--- src/rtl/chop_pkg.sv ---
package chop_pkg;

    typedef enum logic [1:0] {
        M_OFF    = 2'd0,
        M_CHARGE = 2'd1,
        M_SLOW   = 2'd2,
        M_FAST   = 2'd3
    } mode_e;

    typedef struct packed {
        logic hi_a;
        logic lo_a;
        logic hi_b;
        logic lo_b;
    } gate_t;

    // Switch pair requested by a bridge mode for a given polarity.
    function automatic gate_t pair_for(input mode_e m, input logic pol);
        gate_t g;
        g = '0;
        unique case (m)
            M_CHARGE: begin
                g.hi_a = ~pol;
                g.lo_b = ~pol;
                g.hi_b = pol;
                g.lo_a = pol;
            end
            M_FAST: begin
                g.hi_a = pol;
                g.lo_b = pol;
                g.hi_b = ~pol;
                g.lo_a = ~pol;
            end
            M_SLOW: begin
                g.lo_a = 1'b1;
                g.lo_b = 1'b1;
            end
            default: g = '0;
        endcase
        return g;
    endfunction

endpackage

--- src/rtl/chop_phase_ctr.sv ---
module chop_phase_ctr #(
    parameter int CNT_W = 3
) (
    input  logic             clk,
    input  logic             rst_n,
    input  logic             all_off,
    output logic [CNT_W-1:0] cnt_q,
    output logic [CNT_W-1:0] cnt_d,
    output logic             halt_q,
    output logic             halt_d,
    output logic             wrap_d
);
    typedef struct packed {
        logic [CNT_W-1:0] cnt;
        logic             halt;
    } ctr_t;

    ctr_t s_d, s_q;

    always_comb begin
        s_d.cnt  = s_q.cnt + 1'b1;
        s_d.halt = all_off | (s_q.halt & (s_d.cnt != '0));
    end

    always_ff @(posedge clk or negedge rst_n) begin
        if (!rst_n) begin
            s_q.cnt  <= '1;
            s_q.halt <= 1'b1;
        end else begin
            s_q <= s_d;
        end
    end

    assign cnt_q  = s_q.cnt;
    assign cnt_d  = s_d.cnt;
    assign halt_q = s_q.halt;
    assign halt_d = s_d.halt;
    assign wrap_d = (s_d.cnt == '0);

endmodule

--- src/rtl/chop_mode_fsm.sv ---
module chop_mode_fsm
    import chop_pkg::*;
#(
    parameter int CNT_W = 3
) (
    input  logic             clk,
    input  logic             rst_n,
    input  logic             halt_d,
    input  logic             wrap_d,
    input  logic [CNT_W-1:0] cnt_q,
    input  logic [CNT_W-1:0] cnt_d,
    input  logic             mix_en,
    input  logic [CNT_W-1:0] mix_code,
    input  logic             nf,
    input  logic             rnf,
    output mode_e            mode_q,
    output mode_e            mode_d
);
    localparam logic [CNT_W-1:0] LAST = '1;

    typedef struct packed {
        mode_e mode;
    } fsm_t;

    fsm_t s_d, s_q;
    logic [CNT_W-1:0] fast_from;
    logic             in_fast;
    logic             cancel;

    always_comb begin
        fast_from = LAST - mix_code;
        in_fast   = mix_en && (cnt_d >= fast_from);
        cancel    = (s_q.mode == M_FAST) && (cnt_q == LAST) && rnf;
        s_d       = s_q;
        if (halt_d) begin
            s_d.mode = M_OFF;
        end else if (wrap_d) begin
            if (cancel) s_d.mode = in_fast ? M_FAST : M_SLOW;
            else        s_d.mode = M_CHARGE;
        end else begin
            unique case (s_q.mode)
                M_CHARGE: if (nf) s_d.mode = in_fast ? M_FAST : M_SLOW;
                M_SLOW:   if (in_fast) s_d.mode = M_FAST;
                default:  s_d.mode = s_q.mode;
            endcase
        end
    end

    always_ff @(posedge clk or negedge rst_n) begin
        if (!rst_n) s_q.mode <= M_OFF;
        else        s_q      <= s_d;
    end

    assign mode_q = s_q.mode;
    assign mode_d = s_d.mode;

    AST_CHARGE_ONLY_AT_START: assert property (@(posedge clk) disable iff (!rst_n)
        (s_q.mode == M_CHARGE && cnt_q != '0) |-> $past(s_q.mode) == M_CHARGE);

endmodule

--- src/rtl/chop_gate_bbm.sv ---
module chop_gate_bbm
    import chop_pkg::*;
(
    input  logic  clk,
    input  logic  rst_n,
    input  logic  halt_d,
    input  gate_t want,
    output gate_t gates_q
);
    typedef struct packed {
        gate_t g;
    } bbm_t;

    bbm_t s_d, s_q;

    always_comb begin
        s_d = s_q;
        if (halt_d)                                 s_d.g = '0;
        else if (s_q.g != '0 && want != s_q.g)      s_d.g = '0;
        else                                        s_d.g = want;
    end

    always_ff @(posedge clk or negedge rst_n) begin
        if (!rst_n) s_q.g <= '0;
        else        s_q   <= s_d;
    end

    assign gates_q = s_q.g;

    AST_GAP_BEFORE_SWAP: assert property (@(posedge clk) disable iff (!rst_n)
        ($past(s_q.g) != '0 && s_q.g != '0) |-> s_q.g == $past(s_q.g));
    AST_NO_LEG_SHORT: assert property (@(posedge clk) disable iff (!rst_n)
        !(s_q.g.hi_a && s_q.g.lo_a) && !(s_q.g.hi_b && s_q.g.lo_b));

endmodule

--- src/rtl/chop_sequencer.sv ---
module chop_sequencer
    import chop_pkg::*;
#(
    parameter int CNT_W = 3
) (
    input  logic             clk,
    input  logic             rst_n,
    input  logic             all_off,
    input  logic             polarity,
    input  logic             mix_en,
    input  logic [CNT_W-1:0] mix_code,
    input  logic             nf,
    input  logic             rnf,
    output logic             hi_a,
    output logic             lo_a,
    output logic             hi_b,
    output logic             lo_b
);
    logic [CNT_W-1:0] cnt_q, cnt_d;
    logic             halt_q, halt_d, wrap_d;
    mode_e            mode_q, mode_d;
    gate_t            want, gates_q;

    chop_phase_ctr #(.CNT_W(CNT_W)) u_ctr (
        .clk(clk), .rst_n(rst_n), .all_off(all_off),
        .cnt_q(cnt_q), .cnt_d(cnt_d),
        .halt_q(halt_q), .halt_d(halt_d), .wrap_d(wrap_d)
    );

    chop_mode_fsm #(.CNT_W(CNT_W)) u_fsm (
        .clk(clk), .rst_n(rst_n), .halt_d(halt_d), .wrap_d(wrap_d),
        .cnt_q(cnt_q), .cnt_d(cnt_d), .mix_en(mix_en), .mix_code(mix_code),
        .nf(nf), .rnf(rnf), .mode_q(mode_q), .mode_d(mode_d)
    );

    assign want = pair_for(mode_d, polarity);

    chop_gate_bbm u_bbm (
        .clk(clk), .rst_n(rst_n), .halt_d(halt_d),
        .want(want), .gates_q(gates_q)
    );

    assign hi_a = gates_q.hi_a & ~all_off;
    assign lo_a = gates_q.lo_a & ~all_off;
    assign hi_b = gates_q.hi_b & ~all_off;
    assign lo_b = gates_q.lo_b & ~all_off;

    AST_OFF_CLEARS_GATES: assert property (@(posedge clk) disable iff (!rst_n)
        $past(all_off) |-> gates_q == '0);
    AST_HOLD_UNTIL_WRAP: assert property (@(posedge clk) disable iff (!rst_n)
        ($past(halt_q) && cnt_q != '0) |-> (gates_q == '0 && mode_q == M_OFF));

endmodule

--- config.mk ---
export PLATFORM = sky130hd
export DESIGN_NAME = chop_sequencer
export DESIGN_NICKNAME = d
export VERILOG_FILES = /design/src/rtl/chop_pkg.sv /design/src/rtl/chop_phase_ctr.sv /design/src/rtl/chop_mode_fsm.sv /design/src/rtl/chop_gate_bbm.sv /design/src/rtl/chop_sequencer.sv
export SDC_FILE = /design/constraint.sdc
export NUM_CORES = 1
export LEC_CHECK = 0
export ABC_AREA = 1
export BUFFER_PORTS_ARGS = -buffer_cell sky130_fd_sc_hd__buf_2
export CAP_MARGIN = 20
export CORE_MARGIN = 4
export CORE_UTILIZATION = 30
export DETAILED_ROUTE_END_ITERATION = 8
export GPL_ROUTABILITY_DRIVEN = 0
export PLACE_DENSITY = 0.47
export SLEW_MARGIN = 40
export SYNTH_ARGS = -nofsm -noshare
export SYNTH_HDL_FRONTEND = slang
export SYNTH_HIERARCHICAL = 1
export SYNTH_SLANG_ARGS = --single-unit
--- constraint.sdc ---
create_clock -name clk -period 3.1 [get_ports clk]
set_input_delay 0.62 -clock clk [delete_from_list [all_inputs] [get_ports clk]]
set_output_delay 0.62 -clock clk [all_outputs]
set_load 0.05 [all_outputs]
==> results of run 1 <==
sequential cells by signal (all words and copies together), names as in the netlist:
| signal | flops |
|---|---|
| u_bbm/gates_q | 4 |
| u_fsm/mode_q | 2 |
| u_ctr/halt_q | 1 |
| u_ctr/cnt_q | 3 |
Yosys cell counts:
library cell | number | area, sq um
dfstp_2 | 4 | 105.1
nor2_2 | 3 | 18.77
nand2_1 | 35 | 131.4
nand2_2 | 2 | 12.51
nor2_1 | 9 | 33.78
a21oi_1 | 5 | 25.02
ha_1 | 8 | 100.1
dfrtp_1 | 6 | 150.1
a21oi_2 | 2 | 17.52
nand3_1 | 8 | 40.04
nand4_1 | 2 | 12.51
inv_1 | 29 | 108.9
area by class of cell:
cell class | count | area, sq um
Fill cell | 258 | 1405
Multi-Input combinational cell | 74 | 391.6
Sequential cell | 10 | 255.2
Inverter | 29 | 108.9
Timing Repair Buffer | 13 | 65.06
Clock buffer | 4 | 36.28
Tap cell | 28 | 35.03
critical path: stages, from the launching register on:
cell     delay (ps)
dfstp_2         550
ha_1            150
ha_1            230
ha_1            300
nand2_1          50
inv_1            40
nand2_1          40
nand2_1          70
nand2_1          50
nand2_1          50
nand2_1          50
nor2_2          200
nand3_1         130
nand3_1         170
inv_1            50
nand2_1          50
nand2_1          50
nor2_2          110
nand2_2          80
a21oi_1         130
cells by family (layout without fill, tap and decap cells):
family,Yosys count,count (layout),synth area share
AO/OA/AOI/OAI,7,7,0.05629
adder cells (fa/ha/maj),8,8,0.1325
flip-flops,10,10,0.3377
AND/OR/NAND/NOR,59,59,0.3295
buffers and inverters,29,46,0.1440
layer usage:
layer / up-vias / part of all wire / global-route usage
li1: 371 / - / -
met1: 281 / 0.53 / 0.1282
met2: 11 / 0.41 / 0.1323
met3: 0 / 0.058 / 0.04232
met4: 0 / 0 / 0.009934
met5: - / 0 / 0
per-stage QoR:
step / hold slack (ps) / total power, W / cell area (sq um) / setup slack (ps)
final: 201.3 / 0.0002862 / 892.1 / 441.7
after global routing: 206.0 / 0.0003034 / 892.1 / 154.3
after CTS: 203.1 / 0.0002926 / 892.1 / 410.4
after detailed placement: 465.0 / 0.0001735 / 855.8 / 432.6
after global placement: 462.1 / 0.0001732 / 855.8 / 485.5
after floorplan: 324.4 / 0.0001593 / 755.7 / 706.4
worst paths after layout:
kind / to / depth (start not counted)
max in group asynchronous: u_ctr/halt_q / 1
max: u_bbm/gates_q[0] / 19
min in group clk: u_ctr/cnt_q[0] / 1
max reg2reg: u_bbm/gates_q[0] / 19
min: u_fsm/mode_q[1] / 1
min reg2reg: u_ctr/cnt_q[0] / 1
power by group:
group	switching [W]	internal (W)	total (W)	leakage, nW
sequential	0.00000179	0.000133	0.000135	0.125
combinational	0.0000222	0.0000135	0.0000358	0.350
clock	0.0000442	0.0000713	0.000115	0.0210
cells in the final DEF, fill, tap and decap left out:
master / n
a21oi_1: 5
nor2_2: 3
nand4_1: 2
ha_1: 8
nand2_2: 2
clkbuf_4: 3
nand3_1: 8
nor2_1: 9
clkbuf_8: 1
dfstp_2: 4
nand2_1: 35
a21oi_2: 2
inv_1: 29
buf_2: 13
dfrtp_1: 6
==> impl_metrics.env, run 1 <==
export IMPL_post_route_util=0.3883
export IMPL_cts_tree="yes"
export IMPL_routed_wl_um=1430
export IMPL_io_pins=14
export IMPL_worst_pin_slew_ps=262.4
export IMPL_syn_cell_area_sq_um=755.7
export IMPL_tns_ps=0
export IMPL_crit_arrival_ps=2850
export IMPL_cp_end_kind="register"
export IMPL_numPortBuffers=13
export IMPL_syn_avg_cell_area_sq_um=6.688
export IMPL_postCtsHoldBufs=0
export IMPL_synthCells=113
export IMPL_core_sq_um=2297
export IMPL_clk_pin_slew_ps=60
export IMPL_ctsHtreeMaxLevel=1
export IMPL_cts_buffers=3
export IMPL_postCtsSetupBuffers=0
export IMPL_skew_ps=1.575
export IMPL_ant_nets=0
export IMPL_slew_headroom=0.8244
export IMPL_synth_nets=131
export IMPL_status="finished, final reports clean"
export IMPL_worstPathRequired_ps=3290
export IMPL_initial_core_util=0.3290
export IMPL_ys_types=12
export IMPL_worstSkewPairLatency_ps=260
export IMPL_grt_pass1_vias=589
export IMPL_timing_rr_start="u_ctr/cnt_q[0]"
export IMPL_die_h_um=58.19
export IMPL_fp_row_count=17
export IMPL_p_leak_nw=0.4961
export IMPL_areaGrowthSynthToFinish_pct=18.05
export IMPL_track_usage=0.09149
export IMPL_ys_ff_latch=10
export IMPL_drive_gt1_frac=0.2154
export IMPL_criticalPathCategory="register to register"
export IMPL_dr_first_iter_drc_count=6
export IMPL_cts_resized=0
export IMPL_cts_root_buffer="clkbuf_4"
export IMPL_die_x_um=58.19
export IMPL_worst_r2r_setup_slack_ps=440
export IMPL_fin_cells=158
export IMPL_drtPass1Iterations=4
export IMPL_diodes=0
export IMPL_rsz0062_at_grt="no"
export IMPL_cts_buffer_depth=2
export IMPL_dieArea_sq_um=3386
export IMPL_drv_slew=0
export IMPL_fin_crit_ps=2658
export IMPL_place_inst=154
export IMPL_max_freq_ghz=0.3762
export IMPL_power_density_nw_per_um2=320.9
export IMPL_hold_violations=0
export IMPL_setup_viol=0
export IMPL_hp_class="primary input to async pin"
export IMPL_ir_drop_uv=240.6
export IMPL_crit_path_start="u_ctr/cnt_q[0]"
export IMPL_grt_start_max_net_pins=11
export IMPL_synth_warning_count=6
export IMPL_overflow=0
export IMPL_startpoint_type="register"
export IMPL_via_per_inst=4.196
export IMPL_grt_pass1_wl_um=2394
export IMPL_yosysSeqAreaShare=0.3377
export IMPL_critPathMaxFanout=6
export IMPL_layout_nets=149
export IMPL_drv_cap=0
export IMPL_fin_crit_sh=0.8575
export IMPL_wire_per_inst_um=9.051
export IMPL_drc=0
export IMPL_antenna_found_initial=0
export IMPL_place_hpwl_um=1220
export IMPL_clock_sinks=10
export IMPL_vias=663
Power figures use the tool's default switching activity.
==> inputs of run 2 (changes only) <==
SYNTH_HIERARCHICAL = unset   (was 1)
==> impl_metrics.env, run 2 <==
export IMPL_drtPass1Iterations=4
export IMPL_max_freq_ghz=0.3853
export IMPL_ff_latch_area_sq_um=255.2
export IMPL_final_cell_mix="29 x nand2_1, 20 x inv_1, 13 x buf_2"
export IMPL_yosysSeqAreaShare=0.3163
export IMPL_dr_first_iter_drc_count=24
export IMPL_worstPathRequired_ps=3290
export IMPL_timing_rr_start="u_ctr.cnt_q[0]"
export IMPL_postCtsSetupBuffers=0
export IMPL_diodes=0
export IMPL_synth_warning_count=0
export IMPL_path_common_cell="nand2_1"
export IMPL_crit_arrival_ps=2790
export IMPL_io_pins=14
export IMPL_fin_crit_ps=2595
export IMPL_synth_nets=127
export IMPL_slew_headroom=0.8289
export IMPL_p_leak_nw=0.5249
export IMPL_overflow=0
export IMPL_synth_flop_cell="dfrtp_1"
export IMPL_setup_ws_ps=504.7
export IMPL_areaGrowthSynthToFinish_pct=17.21
export IMPL_cts_buffers=3
export IMPL_wire_per_inst_um=9.503
export IMPL_skew_ps=2.674
export IMPL_core_sq_um=2522
export IMPL_antenna_found_initial=0
export IMPL_startpoint_type="register"
export IMPL_die_h_um=59.87
export IMPL_status="finished, final reports clean"
export IMPL_cts_resized=0
export IMPL_ir_drop_uv=289.7
export IMPL_synthCells=108
export IMPL_synth_async_sr_flop_share=1.000
export IMPL_cp_end_kind="register"
export IMPL_synth_most_common_cell="nand2_1"
export IMPL_initial_core_util=0.3199
export IMPL_drv_slew=0
export IMPL_syn_avg_cell_area_sq_um=7.472
export IMPL_multi_input_area_sq_um=466.7
export IMPL_criticalPathCategory="register to register"
export IMPL_via_per_inst=4.245
export IMPL_r2r_cells=17
export IMPL_die_x_um=59.87
export IMPL_worst_pin_slew_ps=256.6
export IMPL_vias=658
export IMPL_drv_cap=0
export IMPL_grt_start_max_net_pins=11
export IMPL_cts_tree="yes"
export IMPL_fill_cells=277
export IMPL_setup_viol=0
export IMPL_drc=0
export IMPL_clock_sinks=10
export IMPL_grt_pass1_vias=614
export IMPL_layout_nets=145
export IMPL_cts_buffer_depth=2
export IMPL_cts_root_buffer="clkbuf_4"
export IMPL_track_usage=0.09515
export IMPL_largest_reg_flops=4
export IMPL_rsz0062_at_grt="no"
export IMPL_ys_top_cells_by_count="29 x nand2_1, 20 x inv_1, 9 x ha_1, 9 x nand3_1"
export IMPL_ctsHtreeMaxLevel=1
export IMPL_grt_pass1_wl_um=2442
export IMPL_worstSkewPairLatency_ps=270
export IMPL_critPathSlowestCell="dfstp_2"
export IMPL_syn_cell_area_sq_um=807.0
export IMPL_dieArea_sq_um=3584
export IMPL_critPathMaxFanout=4
export IMPL_synth_area_leader_cell="dfrtp_1"
export IMPL_tns_ps=0
export IMPL_synthTopCellsByArea="dfrtp_1 19%, ha_1 14%, nand2_1 13%"
export IMPL_synth_edf_count=0
export IMPL_power_density_nw_per_um2=333.3
export IMPL_fin_crit_sh=0.8372
export IMPL_yosysTopAreaCellShare=0.1860
export IMPL_postCtsHoldBufs=0
export IMPL_layout_commonest_cell="nand2_1"
export IMPL_worst_r2r_setup_slack_ps=500
export IMPL_drive_gt1_frac=0.2800
export IMPL_fp_row_count=18
export IMPL_numPortBuffers=13
export IMPL_ys_types=21
export IMPL_ant_nets=0
export IMPL_place_hpwl_um=1214
export IMPL_preCtsSetupSlack_ps=499.1
export IMPL_worst_r2r_endpoint="u_bbm.gates_q[0]"
export IMPL_hold_violations=0
export IMPL_clk_pin_slew_ps=70
export IMPL_routed_wl_um=1473
export IMPL_cp_cell_sequence="ha_1, ha_1, ha_1, nand2_1, inv_1, nand2_1, nand2_1, nand2_1, a21oi_4, nand3_1, nand2_1, nand2_1, nand2_1, nand2_1, a21oi_2, nand2_1, a21oi_1"
export IMPL_hp_class="primary input to async pin"
export IMPL_ys_ff_latch=10
export IMPL_slowest_delay_ps=560
run 2: changes by cell type after synthesis, sizes merged, moves of 2 or more:
cell,change
o21ai,+5
nand3,+2
nand2,-5
nor2,-2
inv,-7
a21oi,+2
run 2: cells by family (layout without fill, tap and decap cells):
kind of cell | after synthesis | in the layout | share of synthesized area
AND/OR/NAND/NOR | 53 | 53 | 0.3240
buffers and inverters | 22 | 39 | 0.1054
AO/OA/AOI/OAI | 14 | 14 | 0.1147
flip-flops | 10 | 10 | 0.3163
adder cells (fa/ha/maj) | 9 | 9 | 0.1395
run 2: worst max path at each step:
stage / startpoint / endpoint / slack, ps / depth (start not counted)
after global routing: u_ctr.cnt_q[0] / u_bbm.gates_q[3] / 210 / 17
after global placement: u_ctr.cnt_q[0] / u_bbm.gates_q[1] / 530 / 17
after detailed placement: u_ctr.cnt_q[0] / u_bbm.gates_q[3] / 500 / 15
final: u_ctr.cnt_q[0] / u_bbm.gates_q[0] / 500 / 17
after floorplan: u_ctr.cnt_q[0] / u_bbm.gates_q[0] / 730 / 15
after CTS: u_ctr.cnt_q[0] / u_bbm.gates_q[3] / 480 / 15
run 2: worst max-delay path: cells and delay by family, from the launching register on:
kind / cells / cell delay [ps]
compound gates: 3 / 400
fa+ha+maj: 3 / 740
buf+inv: 1 / 40
flops: 1 / 560
simple gates: 10 / 760
run 2: per-stage QoR:
step	total power (W)	hold slack (ps)	area [sq um]	std cells	util
after CTS	0.0003239	198.5	945.9	155	0.3750
final	0.0003153	197.2	945.9	155	0.3750
after global routing	0.0003364	202.7	945.9	155	0.3750
after global placement	0.0001993	449.8	909.6	151	0.3606
after floorplan	0.0001807	324.4	807.0	108	-
after detailed placement	0.0001988	449.4	909.6	151	0.3606
run 2: final cells by class:
| cell class | instances | share of cell area |
|---|---|---|
| multi-input combinational | 76 | 0.4934 |
| sequential | 10 | 0.2698 |
| inverter | 22 | 0.08995 |
| timing repair buffer | 13 | 0.06878 |
| tap | 30 | 0.03968 |
| clock buffer | 4 | 0.03836 |
run 2: routing by layer:
| layer | wire length (um) | share of wire | up-vias | GRT usage |
|---|---|---|---|---|
| met5 | 0 | 0 | - | 0 |
| met4 | 35 | 0.024 | 0 | 0.06646 |
| met3 | 41 | 0.028 | 4 | 0.02592 |
| met2 | 669 | 0.45 | 6 | 0.1451 |
| met1 | 726 | 0.49 | 279 | 0.1146 |
| li1 | - | - | 369 | - |
run 2: report_power, final:
group          switching (W)  internal, W
sequential        0.00000265     0.000135
combinational      0.0000384    0.0000192
clock              0.0000482    0.0000714
total              0.0000892     0.000226
==> inputs of run 3 (changes only) <==
clock period = 2.68 ns   (was 3.1 ns; I/O delays follow)
==> impl_metrics.env, run 3 (synthesized netlist as in run 2, its figures left out) <==
export IMPL_largest_reg_flops=4
export IMPL_skew_ps=6.375
export IMPL_numPortBuffers=13
export IMPL_die_h_um=59.87
export IMPL_dr_first_iter_drc_count=26
export IMPL_grt_pass1_wl_um=2622
export IMPL_criticalPathCategory="register to register"
export IMPL_crit_path_end="u_bbm.gates_q[3]"
export IMPL_drc=0
export IMPL_r2r_cells=17
export IMPL_hold_ws_ps=117.1
export IMPL_p_leak_nw=0.5326
export IMPL_hold_violations=0
export IMPL_cts_buffer_depth=2
export IMPL_intPower_w=0.0002334
export IMPL_cts_root_buffer="clkbuf_4"
export IMPL_max_freq_ghz=0.3911
export IMPL_tns_ps=0
export IMPL_drv_cap=0
export IMPL_rsz0062_at_grt="yes"
export IMPL_final_cell_mix="23 x nand2_1, 20 x inv_1, 13 x buf_2"
export IMPL_dieArea_sq_um=3584
export IMPL_core_sq_um=2522
export IMPL_place_area_sq_um=909.6
export IMPL_design_area_sq_um=1049
export IMPL_slew_headroom=0.8153
export IMPL_switchingPower_w=0.0001073
export IMPL_postCtsHoldBufs=0
export IMPL_antenna_found_initial=0
export IMPL_diodes=0
export IMPL_overflow=0
export IMPL_timing_rr_start="u_ctr.cnt_q[1]"
export IMPL_ant_nets=0
export IMPL_ir_drop_uv=230.4
export IMPL_clk_pin_slew_ps=70
export IMPL_worstPathRequired_ps=2880
export IMPL_power_frac_seq=0.469
export IMPL_initial_core_util=0.3199
export IMPL_worst_pin_slew_ps=277.1
export IMPL_cts_tree="yes"
export IMPL_routed_wl_um=1626
export IMPL_grt_pass1_vias=611
export IMPL_hp_class="primary input to async pin"
export IMPL_startpoint_type="register"
export IMPL_switching_share=0.3150
export IMPL_setup_viol=0
export IMPL_vias=697
export IMPL_via_per_inst=4.439
export IMPL_die_x_um=59.87
export IMPL_crit_arrival_ps=2760
export IMPL_layout_commonest_cell="nand2_1"
export IMPL_io_pins=14
export IMPL_cp_end_kind="register"
export IMPL_fp_row_count=18
export IMPL_worstSkewPairLatency_ps=270
export IMPL_fin_crit_sh=0.9540
export IMPL_clock_sinks=10
export IMPL_place_hpwl_um=1262
export IMPL_grt_start_max_net_pins=11
export IMPL_power_density_nw_per_um2=324.9
export IMPL_crit_path_start="u_ctr.cnt_q[1]"
export IMPL_drive_gt1_frac=0.4173
export IMPL_track_usage=0.09996
export IMPL_areaGrowthSynthToFinish_pct=29.92
export IMPL_ctsHtreeMaxLevel=1
export IMPL_cts_buffers=3
export IMPL_drv_slew=0
export IMPL_layout_nets=148
export IMPL_drtPass1Iterations=3
export IMPL_pwr_share_clk=0.307
export IMPL_combPwrFrac=0.224
export IMPL_critPathMaxFanout=4
export IMPL_fin_crit_ps=2557
export IMPL_status="finished, final reports clean"
export IMPL_post_route_util=0.4157
export IMPL_wire_per_inst_um=10.36
export IMPL_worst_r2r_endpoint="u_bbm.gates_q[3]"
export IMPL_worst_r2r_setup_slack_ps=120
==> run 3: cell count changes in the layout (fill, tap and decap cells not counted), moves of 2 or more <==
cell / change
nand2_1: -6
nand2_2: +6
ha_1: -4
ha_4: +4
a21oi_1: -3
a21oi_2: +3
buf_4: +2
nand3_1: -2
nand3_2: +2
==> run 3: worst min-delay path by stage <==
| stage | start | slack, ps | to |
|---|---|---|---|
| finish | rst_n | 120 | u_bbm.gates_q[0] |
| global route | rst_n | 120 | u_bbm.gates_q[0] |
| CTS | rst_n | 120 | u_bbm.gates_q[1] |
| detailed placement | rst_n | 410 | u_fsm.mode_q[0] |
| global placement | rst_n | 410 | u_bbm.gates_q[1] |
| floorplan | rst_n | 240 | u_bbm.gates_q[0] |
==> run 3: timing repair <==
item,4_1_cts,5_1_grt
setup buffers,1,2
pin swaps,0,14
endpoints found under the setup margin,1,4
endpoints found under the hold margin,0,0
gates resized for setup,0,19
==> run 3: layout make-up <==
cell class              instances  area (sq um)
fillers                       268          1474
multi-input cells              76         556.8
flip-flops and latches         10         255.2
repair buffers                 16         91.34
inverters                      22         85.08
well taps                      30         37.54
clock buffers                   3         22.52
==> run 3: per-layer routing <==
layer  global-route usage  routed length [um]  vias to the layer above  share of wire
met3              0.02592                  43                        4          0.026
met5                    0                   0                        -              0
met2               0.1543                 808                        7           0.50
li1                     -                   -                      378              -
met4              0.05696                  33                        0          0.020
met1               0.1248                 740                      308           0.46
==> run 3: worst max-delay path, cell delays in order (launching register included) <==
cell	delay [ps]
dfstp_2	580
ha_4	160
ha_4	210
ha_4	260
nand2_2	40
inv_1	40
nand2_1	50
nand2_2	80
nand2_2	80
a21oi_4	190
nand2_2	90
o21ai_2	150
nand2_1	80
nand2_1	60
nand2_1	50
nor2_1	140
nand2_2	110
a21oi_2	150
==> run 3: power by group through the flow <==
stage	Combinational, W	Clock, W	Sequential [W]
5_1_grt	0.0000856	0.000119	0.000161
6_report	0.0000763	0.000105	0.000160
2_1_floorplan	0.0000470	0	0.000162
3_5_place_dp	0.0000675	0	0.000162
3_3_place_gp	0.0000674	0	0.000162
4_1_cts	0.0000677	0.000110	0.000160
==> run 3: stage by stage <==
step	cells	setup WS, ps	total power (W)
5_1_grt	157	-64.42	0.0003656
3_5_place_dp	151	14.07	0.0002299
2_1_floorplan	108	309.2	0.0002090
4_1_cts	155	41.40	0.0003377
6_report	157	123.4	0.0003407
3_3_place_gp	151	51.58	0.0002298
